**config.mk**
```make
export PLATFORM = sky130hd
export DESIGN_NAME = dram_refresh_ctrl
export DESIGN_NICKNAME = d
export VERILOG_FILES = /design/src/rtl/dref_pkg.sv /design/src/rtl/dref_interval_timer.sv /design/src/rtl/dref_row_counter.sv /design/src/rtl/dref_arbiter.sv /design/src/rtl/dref_strobe_seq.sv /design/src/rtl/dram_refresh_ctrl.sv
export SDC_FILE = /design/constraint.sdc
export NUM_CORES = 1
export LEC_CHECK = 0
export BUFFER_PORTS_ARGS = -buffer_cell sky130_fd_sc_hd__buf_4
export CAP_MARGIN = 20
export CORE_MARGIN = 2
export CORE_UTILIZATION = 40
export DETAILED_ROUTE_END_ITERATION = 8
export HOLD_SLACK_MARGIN = 0.12
export MAX_ROUTING_LAYER = met4
export PLACE_DENSITY = 0.56
export SYNTH_ARGS = -nofsm -noshare
export SYNTH_HDL_FRONTEND = slang
export SYNTH_SLANG_ARGS = --single-unit
```
**constraint.sdc**
```tcl
create_clock -name clk -period 2.9 [get_ports clk]
set_clock_uncertainty 0.2 [all_clocks]
set_input_delay 0.145 -clock clk [delete_from_list [all_inputs] [get_ports clk]]
set_output_delay 0.145 -clock clk [all_outputs]
set_load 0.005 [all_outputs]
```
**src/rtl/dref_pkg.sv**
```systemverilog
// Package: shared constants and types for the DRAM refresh controller.
// Assumes a 4096 x 1024 array reached through 12 multiplexed address pins.
package dref_pkg;

    localparam int ROW_W   = 12;               // row address bits
    localparam int COL_W   = 10;               // column address bits
    localparam int ADDR_W  = ROW_W + COL_W;    // full word address
    localparam int PIN_W   = (ROW_W > COL_W) ? ROW_W : COL_W;

    // Strobe sequence: six cycles (three phase pairs) per operation
    localparam int SEQ_LEN = 6;
    localparam int STEP_W  = $clog2(SEQ_LEN);

    typedef enum logic [1:0] {
        ARB_IDLE = 2'd0,
        ARB_NORM = 2'd1,
        ARB_REFR = 2'd2
    } arb_state_t;

endpackage

```
**src/rtl/dref_interval_timer.sv**
```systemverilog
// Module: dref_interval_timer
// Counts clock cycles (either phase) and pulses tick for one cycle each time
// the count reaches LIMIT, then restarts from zero so the period never drifts.
// Assumes LIMIT >= 2.
module dref_interval_timer #(
    parameter int LIMIT = 384
) (
    input  logic clk,
    input  logic rst_n,
    output logic tick
);

    localparam int CNT_W = $clog2(LIMIT);
    localparam logic [CNT_W-1:0] LAST = CNT_W'(LIMIT - 1);

    logic [CNT_W-1:0] cnt;

    // Terminal count: the next edge completes LIMIT cycles
    assign tick = (cnt == LAST);

    // Free-running interval counter with restart at the terminal count
    always_ff @(posedge clk) begin
        if (!rst_n) begin
            cnt <= '0;
        end else if (tick) begin
            cnt <= '0;
        end else begin
            cnt <= cnt + 1'b1;
        end
    end

    assert_count_in_range_R2: assert property (@(posedge clk) disable iff (!rst_n)
        cnt <= LAST);

    assert_restart_after_tick_R2: assert property (@(posedge clk) disable iff (!rst_n)
        tick |=> (cnt == '0));

endmodule

```
**src/rtl/dref_row_counter.sv**
```systemverilog
// Module: dref_row_counter
// Holds the address of the next row to refresh. It advances by one when a
// refresh cycle completes and wraps modulo 2**ROW_W.
// Assumes advance is a single-cycle pulse.
module dref_row_counter #(
    parameter int ROW_W = 12
) (
    input  logic             clk,
    input  logic             rst_n,
    input  logic             advance,
    output logic [ROW_W-1:0] row
);

    // Refresh row register
    always_ff @(posedge clk) begin
        if (!rst_n) begin
            row <= '0;
        end else if (advance) begin
            row <= row + 1'b1;
        end
    end

    assert_row_holds_R4: assert property (@(posedge clk) disable iff (!rst_n)
        !advance |=> $stable(row));

    assert_row_steps_R4: assert property (@(posedge clk) disable iff (!rst_n)
        advance |=> (row == $past(row) + 1'b1));

endmodule

```
**src/rtl/dref_arbiter.sv**
```systemverilog
// Module: dref_arbiter
// Decides who owns the DRAM pins. It keeps the refresh request pending until
// the refresh is granted, and holds one read/write request. Grants happen
// only from idle, at the end of a phase-2 cycle, so operations start in
// phase 1. A held read/write beats a pending refresh. A running operation is
// never pre-empted.
// Assumes seq_done pulses in the last cycle of each operation.
module dref_arbiter #(
    parameter int ADDR_W = 22
) (
    input  logic              clk,
    input  logic              rst_n,
    input  logic              phase2,      // current cycle is phase 2
    input  logic              rw_req,      // read/write initiated
    input  logic [ADDR_W-1:0] rw_addr,
    input  logic              rw_write,
    input  logic              tick,        // refresh interval elapsed
    input  logic              seq_done,    // operation finishing this cycle
    output logic              grant_norm,
    output logic              grant_ref,   // refresh grant
    output logic              norm_active,
    output logic              ref_active,
    output logic              ref_pending, // refresh request
    output logic [ADDR_W-1:0] q_addr,
    output logic              q_write
);

    import dref_pkg::*;

    arb_state_t state;
    logic       held;          // normal request waiting
    logic       decide;

    // Grant slot: idle and about to enter phase 1
    assign decide     = (state == ARB_IDLE) && phase2;
    assign grant_norm = decide && held;
    assign grant_ref  = decide && !held && ref_pending;

    assign norm_active = (state == ARB_NORM);
    assign ref_active  = (state == ARB_REFR);

    // Ownership state machine
    always_ff @(posedge clk) begin
        if (!rst_n) begin
            state <= ARB_IDLE;
        end else begin
            case (state)
                ARB_IDLE: begin
                    if (grant_norm)     state <= ARB_NORM;
                    else if (grant_ref) state <= ARB_REFR;
                end
                ARB_NORM, ARB_REFR: begin
                    if (seq_done) state <= ARB_IDLE;
                end
                default: state <= ARB_IDLE;
            endcase
        end
    end

    // Single-entry read/write queue; a request arriving while full is dropped
    always_ff @(posedge clk) begin
        if (!rst_n) begin
            held    <= 1'b0;
            q_addr  <= '0;
            q_write <= 1'b0;
        end else if (grant_norm) begin
            held <= 1'b0;
        end else if (rw_req && !held) begin
            held    <= 1'b1;
            q_addr  <= rw_addr;
            q_write <= rw_write;
        end
    end

    // Refresh request latch: set by the interval, cleared by its grant
    always_ff @(posedge clk) begin
        if (!rst_n) begin
            ref_pending <= 1'b0;
        end else begin
            ref_pending <= (ref_pending && !grant_ref) || tick;
        end
    end

    assert_single_owner_R10: assert property (@(posedge clk) disable iff (!rst_n)
        $onehot0({norm_active, ref_active}));

    assert_tie_goes_normal_R8: assert property (@(posedge clk) disable iff (!rst_n)
        (decide && held && ref_pending) |=> (norm_active && ref_pending));

    assert_no_preempt_R6: assert property (@(posedge clk) disable iff (!rst_n)
        (norm_active && !seq_done) |=> norm_active);

    assert_pending_until_grant_R2: assert property (@(posedge clk) disable iff (!rst_n)
        (ref_pending && !grant_ref) |=> ref_pending);

    assert_grant_from_idle_R9: assert property (@(posedge clk) disable iff (!rst_n)
        (grant_norm || grant_ref) |-> (phase2 && !norm_active && !ref_active));

endmodule

```
**src/rtl/dref_strobe_seq.sv**
```systemverilog
// Module: dref_strobe_seq
// Drives the DRAM address and strobe pins for the granted operation over six
// cycles:
//   step0 (phase 1)  row address on the pins
//   step1 (phase 2)  RAS falls
//   step2 (phase 1)  column address on the pins (normal access only)
//   step3 (phase 2)  CAS falls (normal access only)
//   step4 (phase 1)  both strobes held
//   step5 (phase 2)  both strobes released; seq_done
// A refresh is RAS-only and puts the refresh row on the pins.
// Assumes a grant arrives at the edge that starts a phase-1 cycle.
module dref_strobe_seq #(
    parameter int ROW_W = 12,
    parameter int COL_W = 10
) (
    input  logic                   clk,
    input  logic                   rst_n,
    input  logic                   grant_norm,
    input  logic                   grant_ref,
    input  logic                   norm_active,
    input  logic                   ref_active,
    input  logic [ROW_W+COL_W-1:0] acc_addr,
    input  logic                   acc_write,
    input  logic [ROW_W-1:0]       refresh_row,
    output logic [dref_pkg::PIN_W-1:0] dram_addr,
    output logic                   ras_n,
    output logic                   cas_n,
    output logic                   we_n,
    output logic                   seq_done
);

    import dref_pkg::*;

    localparam int ADDR_W = ROW_W + COL_W;
    localparam logic [STEP_W-1:0] LAST_STEP = STEP_W'(SEQ_LEN - 1);
    localparam logic [STEP_W-1:0] RAS_ON    = STEP_W'(1);
    localparam logic [STEP_W-1:0] COL_LOAD  = STEP_W'(1);
    localparam logic [STEP_W-1:0] CAS_ON    = STEP_W'(3);
    localparam logic [STEP_W-1:0] HOLD_END  = STEP_W'(4);

    logic [STEP_W-1:0] step;
    logic [COL_W-1:0]  col_q;
    logic              wr_q;
    logic              busy;

    assign busy     = norm_active || ref_active;
    assign seq_done = busy && (step == LAST_STEP);

    // Step counter: restarts on a grant, advances while an operation runs
    always_ff @(posedge clk) begin
        if (!rst_n) begin
            step <= '0;
        end else if (grant_norm || grant_ref) begin
            step <= '0;
        end else if (busy && !seq_done) begin
            step <= step + 1'b1;
        end
    end

    // Column and direction latch, captured at the normal grant
    always_ff @(posedge clk) begin
        if (!rst_n) begin
            col_q <= '0;
            wr_q  <= 1'b0;
        end else if (grant_norm) begin
            col_q <= acc_addr[COL_W-1:0];
            wr_q  <= acc_write;
        end
    end

    // Address pin register: row at the grant, column after the RAS phase
    always_ff @(posedge clk) begin
        if (!rst_n) begin
            dram_addr <= '0;
        end else if (grant_norm) begin
            dram_addr <= PIN_W'(acc_addr[ADDR_W-1:COL_W]);
        end else if (grant_ref) begin
            dram_addr <= PIN_W'(refresh_row);
        end else if (norm_active && step == COL_LOAD) begin
            dram_addr <= PIN_W'(col_q);
        end
    end

    // Strobe decode from the step counter
    always_comb begin
        ras_n = !(busy && step >= RAS_ON && step <= HOLD_END);
        cas_n = !(norm_active && step >= CAS_ON && step <= HOLD_END);
        we_n  = !(norm_active && wr_q);
    end

    assert_cas_inside_ras_R5: assert property (@(posedge clk) disable iff (!rst_n)
        !cas_n |-> !ras_n);

    assert_refresh_ras_only_R3: assert property (@(posedge clk) disable iff (!rst_n)
        ref_active |-> (cas_n && we_n));

    assert_refresh_row_held_R3: assert property (@(posedge clk) disable iff (!rst_n)
        (ref_active && !seq_done) |=> $stable(dram_addr));

    assert_release_at_end_R10: assert property (@(posedge clk) disable iff (!rst_n)
        seq_done |-> (ras_n && cas_n));

endmodule

```
**src/rtl/dram_refresh_ctrl.sv**
```systemverilog
// Module: dram_refresh_ctrl (top)
// External refresh and access arbitration for a 4096 x 1024 DRAM. It ties
// together the two-phase generator, the interval timer, the refresh row
// counter, the arbiter and the strobe sequencer.
// Assumes each clk cycle is one phase and that phase 1 follows reset.
module dram_refresh_ctrl #(
    parameter int REFRESH_LIMIT = 384
) (
    input  logic        clk,
    input  logic        rst_n,
    input  logic        rw_req,
    input  logic [21:0] rw_addr,
    input  logic        rw_write,
    output logic [11:0] dram_addr,
    output logic        dram_ras_n,
    output logic        dram_cas_n,
    output logic        dram_we_n,
    output logic        norm_active,
    output logic        ref_active,
    output logic        ref_pending
);

    import dref_pkg::*;

    logic             phase2;
    logic             tick;
    logic             grant_norm;
    logic             grant_ref;
    logic             seq_done;
    logic [ROW_W-1:0] refresh_row;
    logic [ADDR_W-1:0] q_addr;
    logic             q_write;

    // Phase generator: phase 1 after reset, then alternating
    always_ff @(posedge clk) begin
        if (!rst_n) begin
            phase2 <= 1'b0;
        end else begin
            phase2 <= !phase2;
        end
    end

    dref_interval_timer #(
        .LIMIT (REFRESH_LIMIT)
    ) u_timer (
        .clk   (clk),
        .rst_n (rst_n),
        .tick  (tick)
    );

    dref_row_counter #(
        .ROW_W (ROW_W)
    ) u_rows (
        .clk     (clk),
        .rst_n   (rst_n),
        .advance (ref_active && seq_done),
        .row     (refresh_row)
    );

    dref_arbiter #(
        .ADDR_W (ADDR_W)
    ) u_arb (
        .clk         (clk),
        .rst_n       (rst_n),
        .phase2      (phase2),
        .rw_req      (rw_req),
        .rw_addr     (rw_addr),
        .rw_write    (rw_write),
        .tick        (tick),
        .seq_done    (seq_done),
        .grant_norm  (grant_norm),
        .grant_ref   (grant_ref),
        .norm_active (norm_active),
        .ref_active  (ref_active),
        .ref_pending (ref_pending),
        .q_addr      (q_addr),
        .q_write     (q_write)
    );

    dref_strobe_seq #(
        .ROW_W (ROW_W),
        .COL_W (COL_W)
    ) u_seq (
        .clk         (clk),
        .rst_n       (rst_n),
        .grant_norm  (grant_norm),
        .grant_ref   (grant_ref),
        .norm_active (norm_active),
        .ref_active  (ref_active),
        .acc_addr    (q_addr),
        .acc_write   (q_write),
        .refresh_row (refresh_row),
        .dram_addr   (dram_addr),
        .ras_n       (dram_ras_n),
        .cas_n       (dram_cas_n),
        .we_n        (dram_we_n),
        .seq_done    (seq_done)
    );

    assert_strobe_fall_phase2_R9: assert property (@(posedge clk) disable iff (!rst_n)
        ($fell(dram_ras_n) || $fell(dram_cas_n)) |-> phase2);

    assert_addr_moves_phase1_R9: assert property (@(posedge clk) disable iff (!rst_n)
        phase2 |-> $stable(dram_addr));

endmodule

```
* Word-level counts from Yosys, hierarchy flattened
Index checks and enable logic that the tools add are counted.
Storage, ports and cells: bits in registers 75, latch bits 0, RAM bits 0, memory bits (read-only) 0, output and inout bits 18, memories kept 0
Cells by class: add/sub/neg operators 3, multiply operators 0, div/mod/pow operators 0, $lt $le $gt $ge 3, equality and inequality tests 7, shift operators 0, multiplexer cells 7, bitwise gates (word level) 2, reductions and logical operators 33
Operators with widths (number):
- $mux W12 | 3
- $logic_and A1 B1 Y1 | 15
- $add A12 B1 Y12 const B | 1
- $add A9 B1 Y9 const B | 1
- $eq A9 B9 Y1 const B | 1
- $reduce_or A2 Y1 | 4
- $logic_not A1 Y1 | 7
- $mux W2 | 3
- $pmux W2 S2 | 1
- $reduce_and A2 Y1 | 2
- $add A3 B1 Y3 const B | 1
- $eq A3 B1 Y1 const B | 1
- $eq A3 B3 Y1 const B | 1
- $ge A3 B1 Y1 const B | 1
- $ge A3 B2 Y1 const B | 1
- $le A3 B3 Y1 const B | 1
- $logic_or A1 B1 Y1 | 3
- $ne A3 B1 Y1 const B | 1
- $reduce_bool A3 Y1 | 1
- $eq A2 B1 Y1 const B | 1
- $eq A2 B2 Y1 const B | 1
- $logic_not A2 Y1 | 1
- $ne A2 B2 Y1 const B | 1
- $not A1 Y1 | 2

* Logic depth before layout (Yosys ltp)
word-level depth 7, mapped depth 8

* Cells and area by module
A second synthesis with hierarchy kept.
Second synthesis, totals: cells, all modules 361, area total of the unflattened synthesis 3394.5 µm²
By module, submodules not included:
- dref_strobe_seq | times used 1, cells each 133, area an instance 1328.8 µm², sequential area each 520.5 µm²
- dref_arbiter | times used 1, cells each 125, area an instance 1083.5 µm², sequential area each 540.5 µm²
- dref_row_counter | times used 1, cells each 58, area an instance 528.0 µm², sequential area each 240.2 µm²
- dref_interval_timer | times used 1, cells each 42, area an instance 414.1 µm², sequential area each 180.2 µm²
- dram_refresh_ctrl | times used 1, cells each 3, area an instance 40.0 µm², sequential area each 20.0 µm²

* Worst setup path after synthesis
OpenSTA, ideal clock, no wires.
path kind register to register, start point register u_arb.state[0], end point register u_rows.row[9], setup time 0.072 ns, data arrival time 1.544 ns, path slack 1.084 ns, stages on the path, launching flop included 7, buffers on the path 1, clock period less this slack 1.816 ns, cell sequence dfxtp_1 -> inv_1 -> ha_1 -> nand4_2 -> buf_4 -> nor4_1 -> mux2i_1
Between the ends: cells in the longest elaborated chain, start to end 4, elaborated cells between the ends (all ways) 5
RTL lines:
- start: declaration | line dref_arbiter.sv:30 | arb_state_t state;
- start signal: assignment | line dref_arbiter.sv:45 | state <= ARB_IDLE;
- start signal: assignment | line dref_arbiter.sv:49 | if (grant_norm) state <= ARB_NORM;
- start signal: assignment | line dref_arbiter.sv:50 | else if (grant_ref) state <= ARB_REFR;
- $eq A2 B1 Y1 / $eq A2 B2 Y1 (equally long branches) | line dref_arbiter.sv:39, dref_arbiter.sv:40
- $logic_or A1 B1 Y1 | line dref_strobe_seq.sv:46 | assign busy = norm_active || ref_active;
- $logic_and A1 B1 Y1 | line dref_strobe_seq.sv:47 | assign seq_done = busy && (step == LAST_STEP);
- $logic_and A1 B1 Y1 (*) | line dram_refresh_ctrl.sv:56 | .advance (ref_active && seq_done),
- end signal: assignment | line dref_row_counter.sv:19 | row <= row + 1'b1;
- end: declaration | line dref_row_counter.sv:11 | output logic [ROW_W-1:0] row
Every way passes the cells marked *; elsewhere a longest branch is shown, timed or not. A chain may end at the register's enable or synchronous reset.

* Final worst setup path
start point register u_seq.step[1], end point output dram_ras_n
Between the ends: cells in the longest elaborated chain, start to end 4, elaborated cells between the ends (all ways) 5
RTL lines:
- start: declaration | line dref_strobe_seq.sv:41 | logic [STEP_W-1:0] step;
- start signal: assignment | line dref_strobe_seq.sv:56 | step <= step + 1'b1;
- $ge A3 B1 Y1 | line dref_strobe_seq.sv:86 | ras_n = !(busy && step >= RAS_ON && step <= HOLD_END);
- $logic_and A1 B1 Y1 | line dref_strobe_seq.sv:86
- $logic_and A1 B1 Y1 (*) | line dref_strobe_seq.sv:86
- $logic_not A1 Y1 (*) | line dref_strobe_seq.sv:86
- end: declaration | line dram_refresh_ctrl.sv:15 | output logic dram_ras_n,
Marks and branches as above.

==> flow_metrics.env <==
export IMPL_outcome="finished clean"
export IMPL_post_route_min_period_ns=2.23
export IMPL_rsz0062_at_grt="false"
export IMPL_die_w_um=95.2
export IMPL_finalPower_uw=2120
export IMPL_wl_um=8060
export IMPL_placementRows=33
export IMPL_post_route_drc_count=0
export IMPL_crit_path_end_kind="output port"
export IMPL_dieArea_um2=9060
export IMPL_fillCellCount=790
export IMPL_power_density_nw_per_um2=508
export IMPL_path_cells="inv_1 -> ha_1 -> buf_4 -> or4_1 -> nand3_1 -> buf_4"
export IMPL_crit_type="reg2out"
export IMPL_slew_viol_final=0
export IMPL_slew_headroom_pct=42.2
export IMPL_dp_hpwl_um=5360
export IMPL_clockBufferDepth=2
export IMPL_clk_latency_ns=0.34
export IMPL_crit_top_cell="buf_4"
export IMPL_dp_cells=519
export IMPL_grt_first_pass_wirelength_um=13100
export IMPL_cts_root_buf="clkbuf_8"
export IMPL_crit_arrival_ns=1.88
export IMPL_maxCapViolations=0
export IMPL_path_clk_slew_ns=0.08
export IMPL_worst_pin_slew_ns=0.867
export IMPL_hold_violations=0
export IMPL_cts_tree="yes"
export IMPL_nNetsFinal=485
export IMPL_ant_nets=0
export IMPL_synth_main_ff_cell="dfxtp_1"
export IMPL_setup_viol=0
export IMPL_antenna_found_initial=0
export IMPL_instances_no_fill=560
export IMPL_hp_class="reg2reg"
export IMPL_area_growth_pct=25.5
export IMPL_fin_crit_sh_pct=76.9
export IMPL_p_leak_uw=0.00164
export IMPL_gp_congestion=0.806
export IMPL_drt_pass1_iterations=4
export IMPL_cpPeakStageDelay_ns=0.42
export IMPL_synth_edf_count=0
export IMPL_syn_instance_count=389
export IMPL_synth_area_top_cells="dfxtp_1 (45%), nand2_1 (9.3%), a21oi_1 (7.1%)"
export IMPL_synth_seq_area_share_pct=45.2
export IMPL_io_buffers=43
export IMPL_coreArea_um2=8130
export IMPL_yosys_area_top_type_share_pct=45.2
export IMPL_cp_required_ns=2.56
export IMPL_fin_tns_setup_ns=0
export IMPL_netlist_area_um2=3320
export IMPL_timing_fmax_mhz=449
export IMPL_drive_above_1_share_pct=15.6
export IMPL_ys_seq_elements=75
export IMPL_vias=2857
export IMPL_htreeDepth=3
export IMPL_drt_iter0_markers=127
export IMPL_critical_path_max_fanout=13
export IMPL_syn_num_nets=424
export IMPL_grt_max_degree=35
export IMPL_post_cts_resized=0
export IMPL_grt_pass1_vias=2635
export IMPL_ys_types=38
export IMPL_crit_buf_inv=3
export IMPL_slowest_stage="or4_1"
export IMPL_worst_ir_drop_vdd_v=0.000269
export IMPL_cts_made_buffers=9
export IMPL_path_delay_family="simple AND/OR/NAND/NOR gates"
export IMPL_routed_via_density=5.10
export IMPL_chipHeight_um=95.2
export IMPL_grt_ovfl_total=0
export IMPL_grt_usage_pct=19.4
export IMPL_postSynthAreaPerCell_um2=8.55
export IMPL_post_synth_top_area_cell="dfxtp_1"
export IMPL_io_pins=44
export IMPL_clock_sinks=75
export IMPL_post_drt_wl_per_cell_um=14.4
export IMPL_cp_start_kind="flop"
export IMPL_async_flop_share_pct=0
export IMPL_initial_core_util_pct=40.9
export IMPL_n_antenna_cell=0
export IMPL_yosysWarningCount=0
state kept, by name, summed over array words and instances, names as in the netlist:
register	count
u_rows.row	12
u_arb.ref_pending	1
u_seq.dram_addr	12
u_arb.q_addr	22
u_seq.wr_q	1
u_arb.q_write	1
phase2	1
u_seq.col_q	10
u_arb.state	2
u_arb.held	1
u_timer.cnt	9
u_seq.step	3
placed cells by master, fill, tap and decap left out, types with 10 or more instances in the layout:
cell,netlist,routed
a211oi_1,11,11
a21oi_1,47,47
buf_4,3,48
dfxtp_1,75,75
dlygate4sd3_1,0,25
inv_1,13,13
mux2i_1,16,16
nand2_1,82,82
nand3_1,11,11
nand4bb_1,10,10
nor2_1,12,12
nor3_1,11,11
o21ai_0,19,19
cell usage after synthesis, types with 2 or more instances:
cell type and n:
or3_1 5, nand3_1 11, nand2b_1 4, o21a_1 2
ha_1 9, nand4_2 2, nor3_1 11, o2bb2ai_1 2
nand4bb_1 10, mux2i_1 16, clkbuf_1 17, and3_1 2
dfxtp_1 75, nor3b_1 3, inv_1 13, buf_2 3
a21oi_1 47, xor2_1 3, buf_4 3, or4_1 6
nor2_1 12, xnor2_1 2, nor4_1 4, o31ai_1 4
nand2_1 82, o21ai_0 19, a211oi_1 11
final timing paths:
path                               start                           to  slack, ns  cells after the start
max reg2reg  u_arb.state[0]$_SDFFE_PN0P_   u_rows.row[7]$_SDFFE_PN0P_       0.67                      5
max           u_seq.step[1]$_SDFFE_PP0P_                   dram_ras_n       0.67                      6
min reg2reg  u_seq.col_q[4]$_SDFFE_PN0P_  u_seq.col_q[4]$_SDFFE_PN0P_       0.25                      2
min          u_seq.col_q[4]$_SDFFE_PN0P_  u_seq.col_q[4]$_SDFFE_PN0P_       0.25                      2
worst min-delay path: stages, from the launching register on:
cell and delay, ns:
dfxtp_1 0.31, nand2_1 0.05, a21oi_1 0.05
per-stage QoR:
stage	hold slack [ns]	setup slack (ns)	utilization, %	instance area, µm²
finish	0.252	0.671	51.3	4170
global route	0.270	0.502	51.3	4170
CTS	0.257	0.661	51.3	4170
detailed placement	0.201	0.708	45.9	3730
global placement	0.191	0.778	45.9	3730
floorplan	0.0810	1.08	-	3320
cell families (layout without fill, tap and decap cells):
logic type	Yosys count	count (layout)	share of synthesized area, %
buffers and inverters	37	103	4.67
XOR/XNOR	5	5	1.32
AO/OA/AOI/OAI	89	89	15.7
adder cells (fa/ha/maj)	9	9	3.39
multiplexers	16	16	4.82
AND/OR/NAND/NOR	158	158	25.0
flip-flops	75	75	45.2
repair_timing:
| action | 4_1_cts | 5_1_grt |
|---|---|---|
| buffers inserted | 0 | 0 |
| hold buffers | 25 | 0 |
| endpoints found under the hold margin | 51 | 0 |
power by group:
group	total (µW)	switching [µW]	leakage, µW	internal (µW)
registers	1100	28.4	0.000610	1070
logic	224	113	0.000933	111
clock network	798	404	0.0000950	394
total	2120	545	0.00164	1570
cell type report:
class,instances,area (µm²),share of cell area [%]
Tap cell,105,131,3.15
Clock buffer,9,124,2.97
Inverter,13,48.8,1.17
Timing Repair Buffer,74,631,15.1
Sequential cell,75,1500,36.0
Multi-Input combinational cell,277,1670,40.0
Clock inverter,7,68.8,1.65
routing by layer:
metal  track usage (%)  share of wire, %  up-vias
met5                 -                 0        -
met4              6.64              0.87        0
met2              28.7                45       46
li1                  -                 -     1486
met3              3.32               3.4        5
met1              26.7                51     1320
No activity file was read; power rests on OpenSTA's default activity.
